**src/rtl/prbs_hr_pkg.sv**
```systemverilog
package prbs_hr_pkg;
  localparam int unsigned DEF_LEN = 7;
  localparam int unsigned DEF_TAP = 6;

  typedef enum logic {
    PH_STEP = 1'b0,
    PH_HOLD = 1'b1
  } phase_e;
endpackage

```
**src/rtl/prbs_hr_chain.sv**
```systemverilog
module prbs_hr_chain #(
  parameter int unsigned DEPTH = 4
) (
  input  logic             clk_i,
  input  logic             rst_ni,
  input  logic             en_i,
  input  logic             load_i,
  input  logic [DEPTH-1:0] seed_i,
  input  logic             din_i,
  output logic [DEPTH-1:0] q_o
);
  logic [DEPTH-1:0] q_q;

  // q_q[0] newest entry
  always_ff @(posedge clk_i or negedge rst_ni) begin
    if (!rst_ni)     q_q <= '0;
    else if (load_i) q_q <= seed_i;
    else if (en_i)   q_q <= {q_q[DEPTH-2:0], din_i};
  end

  assign q_o = q_q;
endmodule

```
**src/rtl/prbs_hr_fb.sv**
```systemverilog
module prbs_hr_fb #(
  parameter int unsigned LEN = 7,
  parameter int unsigned TAP = 6
) (
  input  logic [LEN-1:0] hist_i,
  output logic           bit_a_o,
  output logic           bit_b_o
);
  // hist_i[k] = bit produced k+1 bits ago; a is next bit, b the one after
  always_comb begin
    bit_a_o = hist_i[TAP-1] ^ hist_i[LEN-1];
    bit_b_o = hist_i[TAP-2] ^ hist_i[TAP-1];
  end
endmodule

```
**src/rtl/prbs_hr_outmux.sv**
```systemverilog
module prbs_hr_outmux (
  input  logic       clk_i,
  input  logic       rst_ni,
  input  logic       clear_i,
  input  logic       step_i,
  input  logic       bit_a_i,
  input  logic       bit_b_i,
  output logic       serial_o,
  output logic [1:0] word_o,
  output logic       valid_o
);
  logic [1:0] word_q;
  logic       valid_q;
  logic       serial_q;

  always_ff @(posedge clk_i or negedge rst_ni) begin
    if (!rst_ni) begin
      word_q   <= '0;
      valid_q  <= 1'b0;
      serial_q <= 1'b0;
    end else if (clear_i) begin
      word_q   <= '0;
      valid_q  <= 1'b0;
      serial_q <= 1'b0;
    end else if (step_i) begin
      word_q   <= {bit_b_i, bit_a_i};
      valid_q  <= 1'b1;
      serial_q <= bit_a_i;
    end else begin
      valid_q  <= 1'b0;
      serial_q <= word_q[1];
    end
  end

  assign serial_o = serial_q;
  assign word_o   = word_q;
  assign valid_o  = valid_q;

  p_valid_gap_r5: assert property (@(posedge clk_i) disable iff (!rst_ni)
    valid_q |=> !valid_q);

  p_word_low_r6: assert property (@(posedge clk_i) disable iff (!rst_ni)
    valid_q |-> (serial_q == word_q[0]));

  p_word_high_r6: assert property (@(posedge clk_i) disable iff (!rst_ni)
    (valid_q && !clear_i) |=> (serial_q == $past(word_q[1])) && $stable(word_q));
endmodule

```
**src/rtl/prbs7_halfrate_gen.sv**
```systemverilog
module prbs7_halfrate_gen
  import prbs_hr_pkg::*;
#(
  parameter int unsigned LFSR_LEN = DEF_LEN,
  parameter int unsigned TAP      = DEF_TAP
) (
  input  logic       clk_i,
  input  logic       rst_ni,
  input  logic       start_i,
  output logic       serial_o,
  output logic [1:0] word_o,
  output logic       valid_o
);
  localparam int unsigned EVEN_D = (LFSR_LEN + 1) / 2;
  localparam int unsigned ODD_D  = LFSR_LEN / 2;

  logic              run_q;
  phase_e            ph_q;
  logic              step;
  logic              zero_state;
  logic              chain_load;
  logic              bit_a;
  logic              bit_b;
  logic [EVEN_D-1:0] even_q;
  logic [ODD_D-1:0]  odd_q;
  logic [LFSR_LEN-1:0] hist;

  always_ff @(posedge clk_i or negedge rst_ni) begin
    if (!rst_ni) begin
      run_q <= 1'b0;
      ph_q  <= PH_STEP;
    end else if (start_i) begin
      run_q <= 1'b1;
      ph_q  <= PH_STEP;
    end else if (run_q) begin
      ph_q  <= (ph_q == PH_STEP) ? PH_HOLD : PH_STEP;
    end
  end

  assign step       = run_q && (ph_q == PH_STEP) && !start_i;
  assign zero_state = (hist == '0);
  assign chain_load = start_i || (step && zero_state);

  // interleave: even ages in one chain, odd ages in the other
  for (genvar k = 0; k < LFSR_LEN; k++) begin : g_hist
    if (k % 2 == 0) begin : g_even
      assign hist[k] = even_q[k/2];
    end else begin : g_odd
      assign hist[k] = odd_q[k/2];
    end
  end

  prbs_hr_fb #(.LEN(LFSR_LEN), .TAP(TAP)) u_fb (
    .hist_i  (hist),
    .bit_a_o (bit_a),
    .bit_b_o (bit_b)
  );

  // newest bit b enters even chain, a enters odd chain
  prbs_hr_chain #(.DEPTH(EVEN_D)) u_even (
    .clk_i  (clk_i),
    .rst_ni (rst_ni),
    .en_i   (step),
    .load_i (chain_load),
    .seed_i ({EVEN_D{1'b1}}),
    .din_i  (bit_b),
    .q_o    (even_q)
  );

  prbs_hr_chain #(.DEPTH(ODD_D)) u_odd (
    .clk_i  (clk_i),
    .rst_ni (rst_ni),
    .en_i   (step),
    .load_i (chain_load),
    .seed_i ({ODD_D{1'b1}}),
    .din_i  (bit_a),
    .q_o    (odd_q)
  );

  prbs_hr_outmux u_out (
    .clk_i    (clk_i),
    .rst_ni   (rst_ni),
    .clear_i  (start_i),
    .step_i   (step),
    .bit_a_i  (bit_a),
    .bit_b_i  (bit_b),
    .serial_o (serial_o),
    .word_o   (word_o),
    .valid_o  (valid_o)
  );

  p_idle_quiet_r1: assert property (@(posedge clk_i) disable iff (!rst_ni)
    !run_q |-> (!serial_o && !valid_o && word_o == 2'b00));

  p_start_seed_r2: assert property (@(posedge clk_i) disable iff (!rst_ni)
    start_i |=> (hist == {LFSR_LEN{1'b1}}) && !valid_o);

  p_state_live_r9: assert property (@(posedge clk_i) disable iff (!rst_ni)
    run_q |-> !zero_state);

  p_valid_phase_r5: assert property (@(posedge clk_i) disable iff (!rst_ni)
    step |=> valid_o);
endmodule

```
**config.mk**
```make
export PLATFORM = sky130hd
export DESIGN_NAME = prbs7_halfrate_gen
export DESIGN_NICKNAME = d
export VERILOG_FILES = /design/src/rtl/prbs_hr_pkg.sv /design/src/rtl/prbs_hr_chain.sv /design/src/rtl/prbs_hr_fb.sv /design/src/rtl/prbs_hr_outmux.sv /design/src/rtl/prbs7_halfrate_gen.sv
export SDC_FILE = /design/constraint.sdc
export NUM_CORES = 1
export LEC_CHECK = 0
export ABC_CLOCK_PERIOD_IN_PS = 2860
export BUFFER_PORTS_ARGS = -buffer_cell sky130_fd_sc_hd__buf_2
export CAP_MARGIN = 20
export CORE_AREA = 2 2 39 41
export DETAILED_ROUTE_END_ITERATION = 7
export DIE_AREA = 0 0 41 43
export PLACE_DENSITY_LB_ADDON = 0.25
export SYNTH_ARGS = -nofsm -noshare
export SYNTH_HDL_FRONTEND = slang
export SYNTH_SLANG_ARGS = --single-unit
```
**constraint.sdc**
```tcl
create_clock -name clk_i -period 2.86 [get_ports clk_i]
set_input_delay 0.286 -clock clk_i [delete_from_list [all_inputs] [get_ports clk_i]]
set_output_delay 0.286 -clock clk_i [all_outputs]
set_load 0.01 [all_outputs]
```
==> impl_metrics.yaml, run 1 <==
synthesis:
  synth_top_area_share_pct: 57.52
  synthArstFlopShare_pct: 100.0
  synth_compound_area_share_pct: 13.27
  synth_mux_area_share_pct: 1.991
  synth_cell_types: 21
  syn_inst: 52
  syn-num-nets: 56
  synth_enable_flop_cells: 0
  synthAdderAreaFrac_pct: 2.212
  ys.flop_type: "dfrtp_1"
  synthSimpleGateAreaFrac_pct: 20.13
  synthTopCellsByArea: "dfrtp_1 58%, nor3_1 6.2%, a21oi_1 3.5%"
  synth_area_um2: 565.5
  yosysTopAreaCell: "dfrtp_1"
  synth_top_family_by_area: "simple AND/OR/NAND/NOR gates"
  ys_seq_area_share_pct: 57.52
  ys_seq_elements: 13
  postSynthAreaPerCell_um2: 10.88
  yosysMostFrequentCell: "dfrtp_1"
  yosysWarnings: 0
  synth-xor-area-share_pct: 1.549
  synth_common_cells: "13 x dfrtp_1, 7 x nor3_1, 4 x a21oi_1, 4 x nor2_1, 3 x clkbuf_1"
power:
  leakagePower_nw: 0.2769
  p_int_mw: 0.2649
  switching_share_pct: 25.65
  power_mw: 0.3563
  ir_drop_uv: 324.2
  powerDensity_nw_per_um2: 548.7
  clockPowerShare_pct: 31.1
  switchingPower_mw: 0.09137
  p_comb_share_pct: 11.6
  pwr-share-seq_pct: 57.3
critical_path:
  crit_required_ns: 3.06
  start_kind: "flip-flop"
  cp-startpoint: "u_odd.q_o[2]"
  rr_worst_depth: 5
  r2r_setup_slack_ns: 1.14
  arrival_ns: 1.91
  crit_end: "u_odd.q_o[0]"
  r2r-start: "u_odd.q_o[2]"
  worstSetupPathType: "reg2reg"
  path_max_fanout: 5
  rr_endpoint: "u_odd.q_o[0]"
  cp-end-kind: "flip-flop"
clock_tree:
  cts_resized: 0
  insertion_delay_ns: 0.27
  cts_made_buffers: 3
  clk_path_buf_depth: 2
  clkSlewWorstSetupHoldPaths_ns: 0.08
  cts_setup_buffers: 0
  holdBufCountCts: 1
  cts_num_sinks: 13
  htreeDepth: 1
  cts_tree: "built"
  cts_root_buf: "clkbuf_4"
global_routing:
  grt_pass1_wl_um: 1662
  grt_overflow: 0
  grtUsageTotal_pct: 14.77
  grt_max_degree: 15
  antenna_found_initial: 0
  grt_pass1_vias: 359
sta:
  fin_crit_ns: 1.719
  finalSetupTns_ns: 0
  finalHoldViolCount: 0
  rsz0062_at_grt: "false"
  max-slew-margin-rel_pct: 79.38
  finalClockSkew_ns: 0.008168
  final_max_slew_viol_count: 0
  period_share_pct: 60.12
  fmax_ghz: 0.5816
  setup_viol: 0
  setup_ws_ns: 1.141
  worst_pin_slew_ns: 0.3093
route:
  drt_pass1_iterations: 4
  vias: 393
  drc: 0
  vias_per_cell: 5.104
  post_drt_wl_per_cell_um: 13.00
  drt_iter0_drc: 5
  routed_wl_um: 1001
  antenna_left: 0
min_path:
  min_path_type: "in2reg"
floorplan:
  num_io_pins: 7
  die_x_um: 41
  core_um2: 1384
  fp-row-count: 14
  die_y_um: 43
  die_area_um2: 1763
  initial_utilization_pct: 40.87
status:
  run_status: "finished, final reports clean"
cells_and_area:
  multiInputGateArea_um2: 221.5
  layout.area.seq_um2: 325.3
  nets: 66
  n_antenna_cell: 0
  area_growth_pct: 14.82
  drive_above_1_share_pct: 22.95
  fin_util_pct: 46.93
  fillers: 136
placed_design:
  place_ws_ns: 1.159
  place_hpwl_um: 702.4
  gp_congestion: 0.6747
  io_buffers: 6
flow_run:
  cap_violations: 0
==> state kept, by name (all words and copies together) (netlist names) <==
name / count
u_out.word_o: 2
u_out.serial_o: 1
run_q: 1
u_even.q_o: 4
u_out.valid_o: 1
u_odd.q_o: 3
ph_q: 1
==> critical path: stages (launching register included) <==
cell     delay [ns]
dfrtp_1        0.39
inv_1          0.07
ha_1           0.13
or4b_4         0.47
or3_4          0.38
a32oi_1        0.20
==> placed cells by master, fill, tap and decap left out, types with 3 or more instances in the layout <==
cell | netlist | routed
a21oi_1 | 4 | 4
buf_2 | 0 | 6
clkbuf_4 | 0 | 3
dfrtp_1 | 13 | 13
nor2_1 | 4 | 4
nor3_1 | 7 | 7
==> layout make-up <==
type                       instances  area share [%]
tap                               16           3.083
clock buffer                       3           3.468
sequential                        13           50.10
timing repair buffer               8           7.322
multi-input combinational         34           34.10
clock inverter                     1          0.7707
inverter                           2           1.156
==> logic make-up after synthesis <==
kind of cell | Yosys count
XOR/XNOR | 1
AO/OA/AOI/OAI | 11
adder cells (fa/ha/maj) | 1
multiplexers | 1
buffers and inverters | 5
AND/OR/NAND/NOR | 20
flip-flops | 13
==> power by group through the flow <==
stage	registers, mW	logic [mW]	clock network (mW)
after floorplan	0.209	0.0242	0
after global placement	0.208	0.0405	0
after detailed placement	0.208	0.0406	0
after CTS	0.204	0.0417	0.116
after global routing	0.206	0.0468	0.127
final	0.204	0.0412	0.111
==> worst min path at each step <==
stage             from         endpoint  slack [ns]  cells after the start
2_1_floorplan   rst_ni             ph_q       -0.01                      0
4_1_cts        start_i             ph_q        0.34                      2
3_5_place_dp    rst_ni    u_even.q_o[3]        0.19                      1
6_report       start_i             ph_q        0.35                      2
3_3_place_gp    rst_ni    u_out.valid_o        0.18                      1
5_1_grt        start_i  u_out.word_o[1]        0.35                      2
==> routing by layer <==
metal  part of all wire (%)  up-vias  wire length [um]  track usage (%)
met5                      0        -                 0                0
met4                    1.7        0                17            12.00
met3                    2.7        2                27            4.712
met2                     44        4               439            17.19
met1                     52      184               517            21.21
li1                       -      203                 -                -
==> metrics by stage <==
stage / std cells / instance area (um2) / hold slack, ns
2_1_floorplan: 52 / 565.5 / -0.009591
3_3_place_gp: 72 / 611.8 / 0.1838
3_5_place_dp: 72 / 611.8 / 0.1885
4_1_cts: 77 / 649.4 / 0.3356
5_1_grt: 77 / 649.4 / 0.3516
6_report: 77 / 649.4 / 0.3463
Note: power is estimated with default switching activity, not from simulation.
==> run 2: changes to the inputs <==
ABC_CLOCK_PERIOD_IN_PS = 1700   (was 2860)
clock period = 1.7 ns   (was 2.86 ns; I/O delays follow)
==> run 2 against run 1 <==
  * Critical endpoint unchanged
  * First-iteration DRC count rose by 40%
  * Worst hold slack worse by 0.13 ns
  * Routed wire length increased by 2.5%
  * Critical path type unchanged
  * Highest routed layer unchanged
  * Global-route usage up 0.80 points
  * Sequential share of layout area unchanged
  * Combinational power grew 69%
  * Largest power group unchanged
  * Power grew 70%
==> impl_metrics.yaml, run 2 (synthesized netlist as in run 1, its figures left out) <==
clock_tree:
  cts_made_buffers: 3
  htreeDepth: 1
  clkSlewWorstSetupHoldPaths_ns: 0.09
  cts_root_buf: "clkbuf_4"
  cts_tree: "built"
  cts_num_sinks: 13
  insertion_delay_ns: 0.28
  clk_path_buf_depth: 2
  cts_resized: 0
  cts_setup_buffers: 0
global_routing:
  grt_pass1_vias: 392
  grtUsageTotal_pct: 15.56
  grt_max_degree: 15
  grt_overflow: 0
  grt_pass1_wl_um: 1814
  antenna_found_initial: 0
sta:
  final_max_slew_viol_count: 0
  period_share_pct: 99.27
  finalSetupTns_ns: 0
  rsz0062_at_grt: "true"
  worst_pin_slew_ns: 0.3432
  hold-worst-slack_ns: 0.2158
  max-slew-margin-rel_pct: 77.12
  finalClockSkew_ns: 0.01025
  fmax_ghz: 0.5926
  finalHoldViolCount: 0
  fin_crit_ns: 1.688
  setup_ws_ns: 0.01240
  setup_viol: 0
critical_path:
  arrival_ns: 1.89
  cp-startpoint: "u_odd.q_o[2]"
  worstSetupPathType: "reg2reg"
  start_kind: "flip-flop"
  crit_end: "u_odd.q_o[0]"
  rr_worst_depth: 5
  path_depth: 5
  rr_endpoint: "u_odd.q_o[0]"
  path_max_fanout: 5
  r2r-start: "u_odd.q_o[2]"
  cp_top_family: "simple AND/OR/NAND/NOR gates"
  crit_slowest_cell: "or4b_4"
  r2r_setup_slack_ns: 0.01
  worst-path-buf-inv: 1
  crit_path_max_incr_delay_ns: 0.47
  cp-end-kind: "flip-flop"
  worstPathCellList: "inv_1 > ha_1 > or4b_4 > or3_4 > a32oi_1"
  crit_required_ns: 1.90
route:
  antenna_left: 0
  post_drt_wl_per_cell_um: 13.32
  vias: 415
  vias_per_cell: 5.390
  routed_wl_um: 1026
  drt_iter0_drc: 7
  drt_pass1_iterations: 4
  drc: 0
floorplan:
  die_area_um2: 1763
  die_y_um: 43
  core_um2: 1384
  initial_utilization_pct: 40.87
  num_io_pins: 7
  fp-row-count: 14
  die_x_um: 41
placed_design:
  io_buffers: 6
  place_hpwl_um: 726.2
  place_ws_ns: -0.02074
  gp_congestion: 0.6920
flow_run:
  cap_violations: 0
cells_and_area:
  fin_util_pct: 46.93
  largest_reg_flops: 4
  area_growth_pct: 14.82
  mostFrequentLayoutCells: "13 x dfrtp_1, 7 x nor3_1, 6 x buf_2"
  drive_above_1_share_pct: 22.95
  layout_commonest_cell: "dfrtp_1"
  n_antenna_cell: 0
  nets: 66
power:
  leakagePower_nw: 0.2767
  ir_drop_uv: 511.9
  power_mw: 0.6072
  powerDensity_nw_per_um2: 935.1
min_path:
  min_path_type: "in2reg"
status:
  run_status: "finished, final reports clean"
run 2: layer usage:
layer | up-vias | global-route usage, % | wire length [um]
met2 | 8 | 19.69 | 486
met3 | 2 | 3.141 | 44
met4 | 0 | 10.00 | 17
met1 | 202 | 23.15 | 476
li1 | 203 | - | -
met5 | - | 0 | 0
run 2: repair_timing:
item	in CTS	in global routing
pin swaps	1	1
hold buffers	1	0
endpoints found under the setup margin	2	4
hold endpoints to repair	13	0
run 2: layout make-up:
class	instances	area (um2)
clock buffer	3	22.52
clock inverter	1	5.005
fill	139	734.5
inverter	2	7.507
multi-input combinational	34	221.5
sequential	13	325.3
tap	16	20.02
timing repair buffer	8	47.55
run 2: report_power, final:
group / switching [mW] / total, mW / leakage [nW] / internal (mW)
Sequential: 0.0141 / 0.344 / 0.142 / 0.330
Combinational: 0.0408 / 0.0697 / 0.117 / 0.0289
Clock: 0.106 / 0.194 / 0.0177 / 0.0873
run 2: worst min path at each step:
stage | from | to | cells past startpoint
global placement | rst_ni | u_odd.q_o[1] | 1
detailed placement | rst_ni | u_odd.q_o[1] | 1
CTS | start_i | u_out.word_o[1] | 2
global route | start_i | u_out.word_o[1] | 2
floorplan | rst_ni | ph_q | 0
finish | start_i | u_out.word_o[1] | 2
run 2: stage by stage:
step	cell area (um2)	instances
after floorplan	565.5	52
after global placement	611.8	72
after detailed placement	611.8	72
after CTS	649.4	77
after global routing	649.4	77
final	649.4	77
==> run 3: changes to the inputs <==
SYNTH_HIERARCHICAL = 1   (was default)
==> run 3 against run 2 <==
  * Clock skew is essentially flat
  * Final cell count grew 12%
  * Setup slack gained 0.27 ns
  * Largest power group unchanged
  * Worst hold slack lost 0.074 ns
==> impl_metrics.yaml, run 3 <==
clock_tree:
  cts_resized: 0
  clk_path_buf_depth: 2
  cts_num_sinks: 13
  htreeDepth: 1
  clkSlewWorstSetupHoldPaths_ns: 0.08
  cts_tree: "built"
  cts_setup_buffers: 0
  cts_made_buffers: 3
  insertion_delay_ns: 0.28
  cts_root_buf: "clkbuf_4"
status:
  run_status: "finished, final reports clean"
critical_path:
  rr_worst_depth: 3
  cp-end-kind: "flip-flop"
  worstSetupPathType: "reg2reg"
  worstPathCellList: "nor4_1 > a31o_1 > o21ai_1"
  cp-startpoint: "u_odd/q_o[2]"
  cp_top_family: "compound AO/OA/AOI/OAI gates"
  crit_required_ns: 1.84
  crit_slowest_cell: "a31o_1"
  worst-path-buf-inv: 0
  path_depth: 3
  rr_endpoint: "u_even/q_o[2]"
  r2r-start: "u_odd/q_o[2]"
  path_max_fanout: 14
  arrival_ns: 1.56
  crit_path_max_incr_delay_ns: 0.44
  start_kind: "flip-flop"
  r2r_setup_slack_ns: 0.28
synthesis:
  yosysTopAreaCell: "dfrtp_1"
  ys_seq_area_share_pct: 54.51
  synthAdderAreaFrac_pct: 0
  synth_cell_types: 19
  synthTopCellsByArea: "dfrtp_1 55%, mux2i_1 12%, o21ai_1 5.9%"
  synth-xor-area-share_pct: 4.403
  synth_top_family_by_area: "simple AND/OR/NAND/NOR gates"
  yosysMostFrequentCell: "dfrtp_1"
  ys.flop_type: "dfrtp_1"
  synth_common_cells: "13 x dfrtp_1, 9 x nand2_1, 7 x mux2i_1, 7 x o21ai_1"
  ys_seq_elements: 13
  synth_area_um2: 596.8
  synth_enable_flop_cells: 0
  postSynthAreaPerCell_um2: 11.26
  yosysWarnings: 6
  synth_top_area_share_pct: 54.51
  synth_mux_area_share_pct: 11.74
  synthSimpleGateAreaFrac_pct: 15.72
  synth_compound_area_share_pct: 11.11
  synthArstFlopShare_pct: 100.0
  syn_inst: 53
sta:
  fin_crit_ns: 1.417
  finalClockSkew_ns: 0.01038
  setup_viol: 0
  finalHoldViolCount: 0
  setup_ws_ns: 0.2829
  final_max_slew_viol_count: 0
  finalSetupTns_ns: 0
  period_share_pct: 83.36
  rsz0062_at_grt: "false"
  fmax_ghz: 0.7057
floorplan:
  die_y_um: 43
  initial_utilization_pct: 43.13
  core_um2: 1384
  die_area_um2: 1763
  num_io_pins: 7
  die_x_um: 41
  fp-row-count: 14
flow_run:
  cap_violations: 0
global_routing:
  grt_overflow: 0
  grt_max_degree: 15
  antenna_found_initial: 0
  use_met2_pct: 16.88
  grt_busiest_layer: "met1"
  grtUsageTotal_pct: 12.76
  grt_use_met1_pct: 16.95
  grt_pass1_vias: 341
  grt_pass1_wl_um: 1449
  grt_util_met3_pct: 4.712
placed_design:
  place_ws_ns: 0.2817
  place_hpwl_um: 676.1
  io_buffers: 6
  gp_congestion: 0.7380
cells_and_area:
  largest_reg_flops: 4
  area_growth_pct: 17.61
  mostFrequentLayoutCells: "13 x dfrtp_1, 9 x nand2_1, 7 x mux2i_1, 7 x conb_1, 7 x o21ai_1"
  layout_commonest_cell: "dfrtp_1"
  n_antenna_cell: 0
  drive_above_1_share_pct: 20.00
  nets: 74
route:
  drt_iter0_drc: 1
  post_drt_wl_per_cell_um: 10.76
  drc: 0
  antenna_left: 0
  routed_wl_um: 925
  vias: 411
  drt_pass1_iterations: 5
  vias_per_cell: 4.779
power:
  leakagePower_nw: 0.3305
  powerDensity_nw_per_um2: 949.7
  ir_drop_uv: 583.0
min_path:
  worstHoldPathCells: 2
  holdPathEnd: "u_out/serial_o"
  hold_path_startpoint: "start_i"
  min_path_type: "in2reg"
[run 3: changes by cell type after synthesis, moves of 6 or more]
cell / change
nor3_1: -6
o21ai_1: +7
mux2i_1: +7
nand2_1: +7
[run 3: final cells by class]
cell class                 count  area, um2
clock buffer                   4      26.28
multi-input combinational     45      282.8
tap                           16      20.02
sequential                    13      325.3
fill                         134      681.9
timing repair buffer           8      47.55
[run 3: worst max path at each step]
stage	end	slack [ns]
floorplan	u_even/q_o[0]	0.17
detailed placement	u_even/q_o[0]	0.28
global route	u_odd/q_o[2]	0.15
global placement	u_even/q_o[2]	0.34
CTS	u_odd/q_o[1]	0.27
finish	u_even/q_o[2]	0.28
[run 3: timing repair]
action	CTS	global route
hold buffers	1	0
endpoints found under the hold margin	13	0
setup endpoints to repair	0	0
[run 3: metal layers]
layer	vias to the layer above	routed length (um)
li1	209	-
met1	192	441
met2	8	427
met3	2	52
met4	0	5
met5	-	0
[run 3: logic make-up after synthesis]
group	count (synthesis)
AO/OA/AOI/OAI	11
AND/OR/NAND/NOR	17
buffers and inverters	1
other	1
XOR/XNOR	3
flip-flops	13
multiplexers	7
[run 3: worst register-to-register path: stages (launching register included)]
cell and delay, ns:
dfrtp_1 0.43, nor4_1 0.29, a31o_1 0.44, o21ai_1 0.13
[run 3: power breakdown]
| part | internal (mW) | switching, mW |
|---|---|---|
| clock | 0.0910 | 0.0983 |
| combinational | 0.0515 | 0.0610 |
| sequential | 0.340 | 0.0249 |
| total | 0.482 | 0.184 |
[run 3: stage by stage]
step	util, %	instance area [um2]	hold slack, ns	power, mW	instances
after floorplan	-	619.3	-0.1256	0.4493	59
after CTS	50.72	701.9	0.1456	0.6736	86
after global placement	48.10	665.6	0.07253	0.4824	81
after detailed placement	48.10	665.6	0.06927	0.4841	81
after global routing	50.72	701.9	0.1445	0.7112	86
final	50.72	701.9	0.1415	0.6667	86
